## src/rtl/wbr_pkg.sv

```systemverilog
package wbr_pkg;

    localparam int DEVID_W = 5;

    typedef enum logic [2:0] {
        OP_IDLE   = 3'd0,
        OP_NOCOP  = 3'd1,
        OP_WR     = 3'd2,
        OP_RD     = 3'd3,
        OP_NOCOPP = 3'd4,
        OP_WRP    = 3'd5,
        OP_RDP    = 3'd6,
        OP_UNUSED = 3'd7
    } col_op_e;

    function automatic logic op_is_read(col_op_e op);
        return (op == OP_RD) || (op == OP_RDP);
    endfunction

    function automatic logic op_is_write(col_op_e op);
        return (op == OP_WR) || (op == OP_WRP);
    endfunction

    function automatic logic op_is_slot(col_op_e op);
        return (op != OP_IDLE) && (op != OP_UNUSED);
    endfunction

endpackage

```

## src/rtl/wbr_retire_qual.sv

```systemverilog
module wbr_retire_qual
    import wbr_pkg::*;
(
    input  col_op_e             op,
    input  logic [DEVID_W-1:0]  cmd_id,
    input  logic [DEVID_W-1:0]  my_id,
    input  logic                pending,
    output logic                retire,
    output logic                load
);
    logic hit;

    always_comb begin
        hit    = (cmd_id == my_id);
        retire = pending && op_is_slot(op) && !(op_is_read(op) && hit);
        load   = op_is_write(op) && hit;
    end
endmodule

```

## src/rtl/wbr_entry_reg.sv

```systemverilog
module wbr_entry_reg #(
    parameter int BYTES  = 16,
    parameter int BANK_W = 5,
    parameter int COL_W  = 7,
    localparam int DATA_W = 8 * BYTES
) (
    input  logic              clk,
    input  logic              rst,
    input  logic              load,
    input  logic              retire,
    input  logic [DATA_W-1:0] d_data,
    input  logic [BYTES-1:0]  d_mask,
    input  logic [BANK_W-1:0] d_bank,
    input  logic [COL_W-1:0]  d_col,
    output logic [DATA_W-1:0] q_data,
    output logic [BYTES-1:0]  q_mask,
    output logic [BANK_W-1:0] q_bank,
    output logic [COL_W-1:0]  q_col,
    output logic              pending
);
    always_ff @(posedge clk) begin
        if (rst) begin
            pending <= 1'b0;
            q_data  <= '0;
            q_mask  <= '0;
            q_bank  <= '0;
            q_col   <= '0;
        end else if (load) begin
            pending <= 1'b1;
            q_data  <= d_data;
            q_mask  <= d_mask;
            q_bank  <= d_bank;
            q_col   <= d_col;
        end else if (retire) begin
            pending <= 1'b0;
        end
    end

    // with neither load nor retire, the pending state and entry hold
    p_hold_entry_r5: assert property (@(posedge clk) disable iff (rst)
        (!load && !retire) |=> ($stable(pending) && $stable(q_data) && $stable(q_mask)));

    // a load always leaves an entry pending
    p_load_pending_r1: assert property (@(posedge clk) disable iff (rst)
        load |=> pending);
endmodule

```

## src/rtl/wbr_retire_out.sv

```systemverilog
module wbr_retire_out #(
    parameter int BYTES  = 16,
    parameter int BANK_W = 5,
    parameter int COL_W  = 7,
    localparam int DATA_W = 8 * BYTES
) (
    input  logic              clk,
    input  logic              rst,
    input  logic              retire,
    input  logic [DATA_W-1:0] e_data,
    input  logic [BYTES-1:0]  e_mask,
    input  logic [BANK_W-1:0] e_bank,
    input  logic [COL_W-1:0]  e_col,
    output logic              ret_vld,
    output logic [DATA_W-1:0] ret_data,
    output logic [BYTES-1:0]  ret_be,
    output logic [BANK_W-1:0] ret_bank,
    output logic [COL_W-1:0]  ret_col
);
    logic [BYTES-1:0] be_next;

    for (genvar i = 0; i < BYTES; i++) begin : g_lane
        assign be_next[i] = ~e_mask[i];
    end

    always_ff @(posedge clk) begin
        if (rst) begin
            ret_vld  <= 1'b0;
            ret_data <= '0;
            ret_be   <= '0;
            ret_bank <= '0;
            ret_col  <= '0;
        end else begin
            ret_vld <= retire;
            if (retire) begin
                ret_data <= e_data;
                ret_be   <= be_next;
                ret_bank <= e_bank;
                ret_col  <= e_col;
            end
        end
    end

    // enables are the inverse of the mask seen at the retiring slot
    p_be_inverse_r6: assert property (@(posedge clk) disable iff (rst)
        retire |=> (ret_be == ~$past(e_mask)));
endmodule

```

## src/rtl/wbr_top.sv

```systemverilog
module wbr_top
    import wbr_pkg::*;
#(
    parameter int BYTES  = 16,
    parameter int BANK_W = 5,
    parameter int COL_W  = 7,
    localparam int DATA_W = 8 * BYTES
) (
    input  logic              clk,
    input  logic              rst,
    input  logic [4:0]        my_id,
    input  logic [2:0]        cmd_op,
    input  logic [4:0]        cmd_id,
    input  logic [DATA_W-1:0] wr_data,
    input  logic [BYTES-1:0]  wr_mask,
    input  logic [BANK_W-1:0] wr_bank,
    input  logic [COL_W-1:0]  wr_col,
    output logic              ret_vld,
    output logic [BANK_W-1:0] ret_bank,
    output logic [COL_W-1:0]  ret_col,
    output logic [DATA_W-1:0] ret_data,
    output logic [BYTES-1:0]  ret_be,
    output logic              buf_full
);
    col_op_e          op;
    logic             retire;
    logic             load;
    logic [DATA_W-1:0] e_data;
    logic [BYTES-1:0]  e_mask;
    logic [BANK_W-1:0] e_bank;
    logic [COL_W-1:0]  e_col;

    assign op = col_op_e'(cmd_op);

    wbr_retire_qual u_qual (
        .op      (op),
        .cmd_id  (cmd_id),
        .my_id   (my_id),
        .pending (buf_full),
        .retire  (retire),
        .load    (load)
    );

    wbr_entry_reg #(.BYTES(BYTES), .BANK_W(BANK_W), .COL_W(COL_W)) u_entry (
        .clk     (clk),
        .rst     (rst),
        .load    (load),
        .retire  (retire),
        .d_data  (wr_data),
        .d_mask  (wr_mask),
        .d_bank  (wr_bank),
        .d_col   (wr_col),
        .q_data  (e_data),
        .q_mask  (e_mask),
        .q_bank  (e_bank),
        .q_col   (e_col),
        .pending (buf_full)
    );

    wbr_retire_out #(.BYTES(BYTES), .BANK_W(BANK_W), .COL_W(COL_W)) u_out (
        .clk      (clk),
        .rst      (rst),
        .retire   (retire),
        .e_data   (e_data),
        .e_mask   (e_mask),
        .e_bank   (e_bank),
        .e_col    (e_col),
        .ret_vld  (ret_vld),
        .ret_data (ret_data),
        .ret_be   (ret_be),
        .ret_bank (ret_bank),
        .ret_col  (ret_col)
    );

    // a read of either form to this device never produces a retire
    p_no_self_read_retire_r5: assert property (@(posedge clk) disable iff (rst)
        ((cmd_op == 3'd3 || cmd_op == 3'd6) && cmd_id == my_id) |=> !ret_vld);

    // nothing can retire from an empty buffer
    p_empty_no_retire_r2: assert property (@(posedge clk) disable iff (rst)
        !buf_full |=> !ret_vld);

    // idle and unused codes never strobe
    p_idle_no_retire_r10: assert property (@(posedge clk) disable iff (rst)
        (cmd_op == 3'd0 || cmd_op == 3'd7) |=> !ret_vld);

    // a non-read slot to another device with an entry pending retires it
    p_foreign_retire_r3: assert property (@(posedge clk) disable iff (rst)
        (buf_full && cmd_id != my_id && cmd_op != 3'd0 && cmd_op != 3'd7) |=> ret_vld);

    // reset leaves the buffer empty and the strobe low
    p_reset_clear_r9: assert property (@(posedge clk)
        rst |=> (!ret_vld && !buf_full));
endmodule

```

## config.mk

```make
export PLATFORM = sky130hd
export DESIGN_NAME = wbr_top
export DESIGN_NICKNAME = d
export VERILOG_FILES = /design/src/rtl/wbr_pkg.sv /design/src/rtl/wbr_retire_qual.sv /design/src/rtl/wbr_entry_reg.sv /design/src/rtl/wbr_retire_out.sv /design/src/rtl/wbr_top.sv
export SDC_FILE = /design/constraint.sdc
export NUM_CORES = 1
export LEC_CHECK = 0
export ABC_CLOCK_PERIOD_IN_PS = 1300
export BUFFER_PORTS_ARGS = -buffer_cell sky130_fd_sc_hd__buf_2
export CAP_MARGIN = 25
export CORE_ASPECT_RATIO = 1.5
export CORE_UTILIZATION = 48
export CTS_CLUSTER_DIAMETER = 150
export DETAILED_ROUTE_END_ITERATION = 16
export PLACE_DENSITY = 0.76
export SLEW_MARGIN = 40
export SYNTH_ARGS = -nofsm -noshare
export SYNTH_HDL_FRONTEND = slang
export SYNTH_SLANG_ARGS = --single-unit
```

## constraint.sdc

```tcl
create_clock -name clk -period 1.3 [get_ports clk]
set_input_delay 0.13 -clock clk [delete_from_list [all_inputs] [get_ports clk]]
set_output_delay 0.13 -clock clk [all_outputs]
set_load 0.05 [all_outputs]
```

Yosys cells after proc, flatten, opt, wreduce, memory -nomap -nowiden

Index checks and enable logic that the tools add are counted.

Bits in registers: 314
Memories kept: 0
Latch bits: 0
RAM bits: 0
Input bits: 171
ROM bits: 0

Muxes and demuxes: 2
Magnitude comparators: 0
Divide/modulo/power cells: 0
Bitwise gates (word level): 16
Eq/ne operators: 6
$add $sub $neg: 0
Multipliers: 0
Reduce and logical (&&, ||, !) cells: 10
Shift operators: 0

Operators with widths:

| operator                                             | number |
|---|---|
| NOT 1 bit                                            | 16 |
| equality test 3 x 2 -> 1 bit (second input constant) | 2 |
| equality test 3 bit (second input constant)          | 2 |
| equality test 5 bit                                  | 1 |
| logical AND 1 bit                                    | 5 |
| inequality test 3 bit (second input constant)        | 1 |
| nonzero test 3 bit                                   | 1 |
| logical OR 1 bit                                     | 2 |
| 2-to-1 mux 1 bit                                     | 2 |
| nonzero test 2 bit                                   | 1 |
| zero test 1 bit                                      | 1 |

Logic depth before layout (Yosys ltp)

Depth in word-level cells: 7
Mapped depth: 8

By module

From an unflattened synthesis, not the netlist that was laid out.

Cell total of the unflattened synthesis: 1028
Area total of the unflattened synthesis: 11300.8 um^2

By module, submodules not included:

| module          | cells each | area an instance (um^2) | times used |
|---|---|---|---|
| wbr_entry_reg   | 507        | 5674.2                  | 1 |
| wbr_retire_out  | 506        | 5515.3                  | 1 |
| wbr_retire_qual | 15         | 111.4                   | 1 |

Least setup slack after synthesis

OpenSTA, ideal clock, no wires.

Path kind: reg2reg
From: register u_entry.pending
To: register u_out.ret_be[10]
Slack: -398 ps
Period minus slack after synthesis: 1698 ps
Buffers on the path: 2
Arrival: 1577 ps
Stages on the path, launching flop included: 6
Required time: 1179 ps
Cells stage by stage: dfxtp_1 and3_1 o21a_1 buf_2 buf_4 mux2_2

Word-level cells in the longest chain between the ends: 2

RTL lines:

| what                           | line                  | source |
|---|---|---|
| start, declared                | wbr_entry_reg.sv:19   | `output logic pending` |
| start signal, assigned         | wbr_entry_reg.sv:23   | `pending <= 1'b0;` |
| start signal, assigned         | wbr_entry_reg.sv:29   | `pending <= 1'b1;` |
| start signal, assigned         | wbr_entry_reg.sv:35   | `pending <= 1'b0;` |
| logical AND 1 bit (2 in a row) | wbr_retire_qual.sv:15 | `retire = pending && op_is_slot(op) && !(op_is_read(op) && hit);` |
| end signal, assigned           | wbr_retire_out.sv:37  | `ret_be <= be_next;` |
| end, declared                  | wbr_retire_out.sv:16  | `output logic [BYTES-1:0] ret_be,` |

Every way passes these cells.
A chain may end at the register's enable or synchronous reset.

Worst setup path after layout

From: register u_entry.pending
To: register u_out.ret_data[39]

Word-level cells in the longest chain between the ends: 2

RTL lines:

| what                           | line                  | source |
|---|---|---|
| logical AND 1 bit (2 in a row) | wbr_retire_qual.sv:15 |  |
| end signal, assigned           | wbr_retire_out.sv:36  | `ret_data <= e_data;` |
| end, declared                  | wbr_retire_out.sv:15  | `output logic [DATA_W-1:0] ret_data,` |

Every way passes these cells.

==> flow_results.xml <==
<?xml version="1.0" encoding="UTF-8"?>
<metrics>
  <group name="yosys">
    <metric name="leading_register_cell_type_out_of_synthesis" unit="">sky130_fd_sc_hd__dfxtp_1</metric>
    <metric name="synth.top_cells.by_count" unit="">sky130_fd_sc_hd__dfxtp_1 (314), sky130_fd_sc_hd__nand2b_1 (281), sky130_fd_sc_hd__nand3_1 (158)</metric>
    <metric name="postSynthNetCount" unit="">1578</metric>
    <metric name="yosysUniqueCellTypes" unit="">24</metric>
    <metric name="area_fraction_of_the_dominant_cell_type_after_synthesis" unit="">0.487</metric>
    <metric name="number_of_synthesized_flops_with_an_enable_pin" unit="">0</metric>
    <metric name="synthMostInstantiatedCell" unit="">sky130_fd_sc_hd__dfxtp_1</metric>
    <metric name="synthArstFlopShare" unit="">0</metric>
    <metric name="synth.ff_latch_count" unit="">314</metric>
    <metric name="synth.yosys.seq_area_share" unit="">0.487</metric>
    <metric name="syn-mean-instance-area" unit="µm²">9.17</metric>
    <metric name="syn_area" unit="mm²">0.0129</metric>
    <metric name="synth_area_leader_cell" unit="">sky130_fd_sc_hd__dfxtp_1</metric>
    <metric name="synthCells" unit="">1407</metric>
    <metric name="synth-warning-count" unit="">0</metric>
    <metric name="synth.top_cells.by_area" unit="">sky130_fd_sc_hd__dfxtp_1 (49%), sky130_fd_sc_hd__nand2b_1 (14%), sky130_fd_sc_hd__mux2i_1 (11%)</metric>
  </group>
  <group name="routing">
    <metric name="route.vias.total" unit="">12467</metric>
    <metric name="drt.antenna.violating_nets" unit="">0</metric>
    <metric name="routed_wire_length_per_instance" unit="µm">19.4</metric>
    <metric name="drt_iter0_drc" unit="">769</metric>
    <metric name="remaining_routing_drc_violations" unit="">0</metric>
    <metric name="detailedRoute.firstPassIterationCount" unit="">5</metric>
    <metric name="routed_via_density" unit="">5.60</metric>
    <metric name="routed_wl" unit="µm">43200</metric>
  </group>
  <group name="floorplan">
    <metric name="die-width" unit="µm">136</metric>
    <metric name="die_height" unit="µm">203</metric>
    <metric name="start_util" unit="">0.487</metric>
    <metric name="die-area" unit="mm²">0.0276</metric>
    <metric name="number_of_placement_rows" unit="">73</metric>
    <metric name="num_io_pins" unit="">329</metric>
    <metric name="placeableCoreArea" unit="mm²">0.0265</metric>
  </group>
  <group name="power">
    <metric name="report.power.total" unit="mW">20.2</metric>
    <metric name="static-leakage-power" unit="nW">6.86</metric>
    <metric name="peakVddDrop" unit="µV">1040</metric>
    <metric name="powerDensity" unit="mW/mm²">1090</metric>
  </group>
  <group name="critical_path">
    <metric name="cp_cell_sequence" unit="">and3_4 &gt; o21a_4 &gt; buf_12 &gt; buf_12 &gt; clkbuf_16 &gt; mux2i_1</metric>
    <metric name="critPathRequiredTime" unit="ns">1.77</metric>
    <metric name="critical_path.slowest_cell" unit="">sky130_fd_sc_hd__dfxtp_4</metric>
    <metric name="crit_arrival" unit="ns">1.93</metric>
    <metric name="slowest_delay" unit="ns">0.35</metric>
    <metric name="path_common_cell" unit="">sky130_fd_sc_hd__buf_12</metric>
    <metric name="timing.setup.critical_path_class" unit="">reg -&gt; reg</metric>
    <metric name="worstSetupEndpointType" unit="">flop</metric>
    <metric name="critical-path-top-delay-family" unit="">buffers and inverters</metric>
    <metric name="crit_path_max_fanout" unit="">7</metric>
    <metric name="start_kind" unit="">flop</metric>
    <metric name="cp.buffers_inverters" unit="">3</metric>
  </group>
  <group name="clock_network">
    <metric name="root_buffer" unit="">sky130_fd_sc_hd__clkbuf_16</metric>
    <metric name="insertion_delay" unit="ns">0.55</metric>
    <metric name="cts_inserted_buffers" unit="">30</metric>
    <metric name="clk_pin_slew" unit="ns">0.06</metric>
    <metric name="cts_tree" unit="">built</metric>
    <metric name="cts_buffer_depth" unit="">3</metric>
    <metric name="clock_sinks" unit="">314</metric>
    <metric name="cts.htree.levels" unit="">1</metric>
  </group>
  <group name="grt">
    <metric name="grt_first_pass_wirelength" unit="µm">62000</metric>
    <metric name="global_route.usage.total" unit="">0.281</metric>
    <metric name="number_of_global_route_vias_before_repair" unit="">12471</metric>
    <metric name="grt_ovf" unit="">0</metric>
    <metric name="maximum_number_of_pins_on_one_net_before_global_route_repair" unit="">108</metric>
    <metric name="initial_antenna_violation_count" unit="">2</metric>
  </group>
  <group name="timing">
    <metric name="clock.fmax" unit="MHz">684</metric>
    <metric name="worst_pin_slew" unit="ns">0.448</metric>
    <metric name="final.setup.tns" unit="ns">-9.04</metric>
    <metric name="timing.final.crit_share" unit="">1.12</metric>
    <metric name="setup_viol" unit="">124</metric>
    <metric name="worst_slack" unit="ns">-0.161</metric>
    <metric name="setup_repair_after_global_routing_missed_its_margin" unit="">true</metric>
    <metric name="finalWorstPathRequiredPeriod" unit="ns">1.46</metric>
    <metric name="fin_hold_ws" unit="ns">0.289</metric>
    <metric name="clock_skew" unit="ns">0.0109</metric>
    <metric name="max_slew_violation_count" unit="">0</metric>
    <metric name="report.final.hold_viol_count" unit="">0</metric>
    <metric name="timing.slew.headroom" unit="">0.701</metric>
  </group>
  <group name="finish">
    <metric name="final_layout_size_suffix_gt1_frac" unit="">0.257</metric>
    <metric name="final_cells" unit="">2226</metric>
    <metric name="area.growth.synth_to_final" unit="%">44.2</metric>
    <metric name="filler_cell_count" unit="">1814</metric>
    <metric name="finish.utilization" unit="">0.702</metric>
    <metric name="layout.nets" unit="">2037</metric>
    <metric name="post_layout_instance_area" unit="mm²">0.0186</metric>
  </group>
  <group name="status">
    <metric name="run_status" unit="">finished, violations left</metric>
    <metric name="failed_checks" unit="">negative setup slack</metric>
  </group>
  <group name="placed_design">
    <metric name="worst_slack_at_placement" unit="ns">-0.398</metric>
    <metric name="post-place-cells" unit="">1985</metric>
    <metric name="placer_congestion" unit="">0.803</metric>
    <metric name="place.port_buffers" unit="">328</metric>
    <metric name="dp_hpwl" unit="µm">21900</metric>
    <metric name="instance_area_at_placement" unit="mm²">0.0151</metric>
  </group>
  <group name="min_path">
    <metric name="worst_hold_path_type" unit="">in -&gt; reg</metric>
  </group>
  <group name="job">
    <metric name="maxCapViolations" unit="">0</metric>
  </group>
</metrics>
[worst min-delay path: cells and delay by family]
family / cells / cell delay, ns
buffers and inverters: 1 / 0.13
AND/OR/NAND/NOR: 2 / 0.18
AO/OA/AOI/OAI: 2 / 0.34
[worst paths after layout]
path                            cells past startpoint                from                   to  slack (ns)
worst min register to register                      2  u_entry.q_data[33]   u_out.ret_data[33]        0.46
worst max register to register                      6     u_entry.pending   u_out.ret_data[39]       -0.16
worst min-delay path                                5           cmd_op[2]  u_entry.q_data[100]        0.29
worst max-delay path                                6     u_entry.pending   u_out.ret_data[39]       -0.16
[placed cells by master (no fill, tap or decap), types with 2 or more instances in the layout]
cell	netlist	layout
sky130_fd_sc_hd__xnor2_2	0	3
sky130_fd_sc_hd__clkbuf_8	0	5
sky130_fd_sc_hd__clkinv_2	0	4
sky130_fd_sc_hd__a21oi_1	156	156
sky130_fd_sc_hd__o21ai_1	0	2
sky130_fd_sc_hd__nand2b_1	281	281
sky130_fd_sc_hd__dlygate4sd3_1	0	157
sky130_fd_sc_hd__mux2_2	16	9
sky130_fd_sc_hd__clkbuf_4	0	57
sky130_fd_sc_hd__nand3_1	158	157
sky130_fd_sc_hd__nor2_1	16	16
sky130_fd_sc_hd__bufinv_16	0	2
sky130_fd_sc_hd__buf_12	0	21
sky130_fd_sc_hd__dfxtp_1	314	308
sky130_fd_sc_hd__buf_16	0	5
sky130_fd_sc_hd__buf_6	14	19
sky130_fd_sc_hd__nor2b_1	17	17
sky130_fd_sc_hd__xnor2_1	5	2
sky130_fd_sc_hd__mux2_4	0	7
sky130_fd_sc_hd__buf_8	0	4
sky130_fd_sc_hd__dfxtp_2	0	5
sky130_fd_sc_hd__mux2i_2	0	2
sky130_fd_sc_hd__buf_2	9	174
sky130_fd_sc_hd__diode_2	0	2
sky130_fd_sc_hd__clkbuf_16	0	40
sky130_fd_sc_hd__o21ai_0	156	154
sky130_fd_sc_hd__buf_4	1	119
sky130_fd_sc_hd__and3_4	0	2
sky130_fd_sc_hd__clkbuf_1	107	9
sky130_fd_sc_hd__mux2i_1	140	137
[layer usage]
| layer | track usage | vias up | wire length [µm] |
|---|---|---|---|
| li1 | - | 5708 | - |
| met3 | 0.0527 | 201 | 3040 |
| met4 | 0.181 | 0 | 2900 |
| met2 | 0.497 | 658 | 21700 |
| met1 | 0.302 | 5900 | 15600 |
| met5 | 0 | - | 0 |
[power by group]
group,internal (mW),switching [mW],leakage (nW)
sequential,9.65,0.0175,2.53
clock,5.04,3.65,0.477
combinational,0.898,0.939,3.86
[state kept, by name, indices dropped and copies added (netlist names), 5 cells and up]
name,flops
u_entry.q_data,128
u_out.ret_data,128
u_entry.q_mask,16
u_out.ret_be,16
u_entry.q_col,7
u_out.ret_col,7
u_entry.q_bank,5
u_out.ret_bank,5
[cell type report]
type | count | area (µm²) | share of cell area
sequential | 314 | 6300 | 0.338
multi-input combinational | 955 | 6090 | 0.327
timing repair buffer | 565 | 4820 | 0.259
clock buffer | 45 | 878 | 0.0472
tap | 337 | 422 | 0.0227
clock inverter | 8 | 96.3 | 0.00518
antenna | 2 | 5.00 | 0.000269
[kinds of logic (layout without fill, tap and decap cells)]
| kind of cell | after synthesis | count (layout) | share of synthesized area |
|---|---|---|---|
| other cells | 0 | 2 | 0 |
| buf+inv | 138 | 618 | 0.0495 |
| compound gates | 317 | 317 | 0.124 |
| flops | 314 | 314 | 0.487 |
| simple gates | 477 | 477 | 0.213 |
| mux | 156 | 156 | 0.123 |
| xor+xnor | 5 | 5 | 0.00339 |
[repair_timing]
action,in CTS,in global routing
endpoints found under the setup margin,197,228
resized for setup,105,104
pin swaps,0,1
gates cloned,2,10
hold buffers,157,0
hold endpoints to repair,156,0
buffers inserted,9,10
No activity file was read; power rests on OpenSTA's default activity.
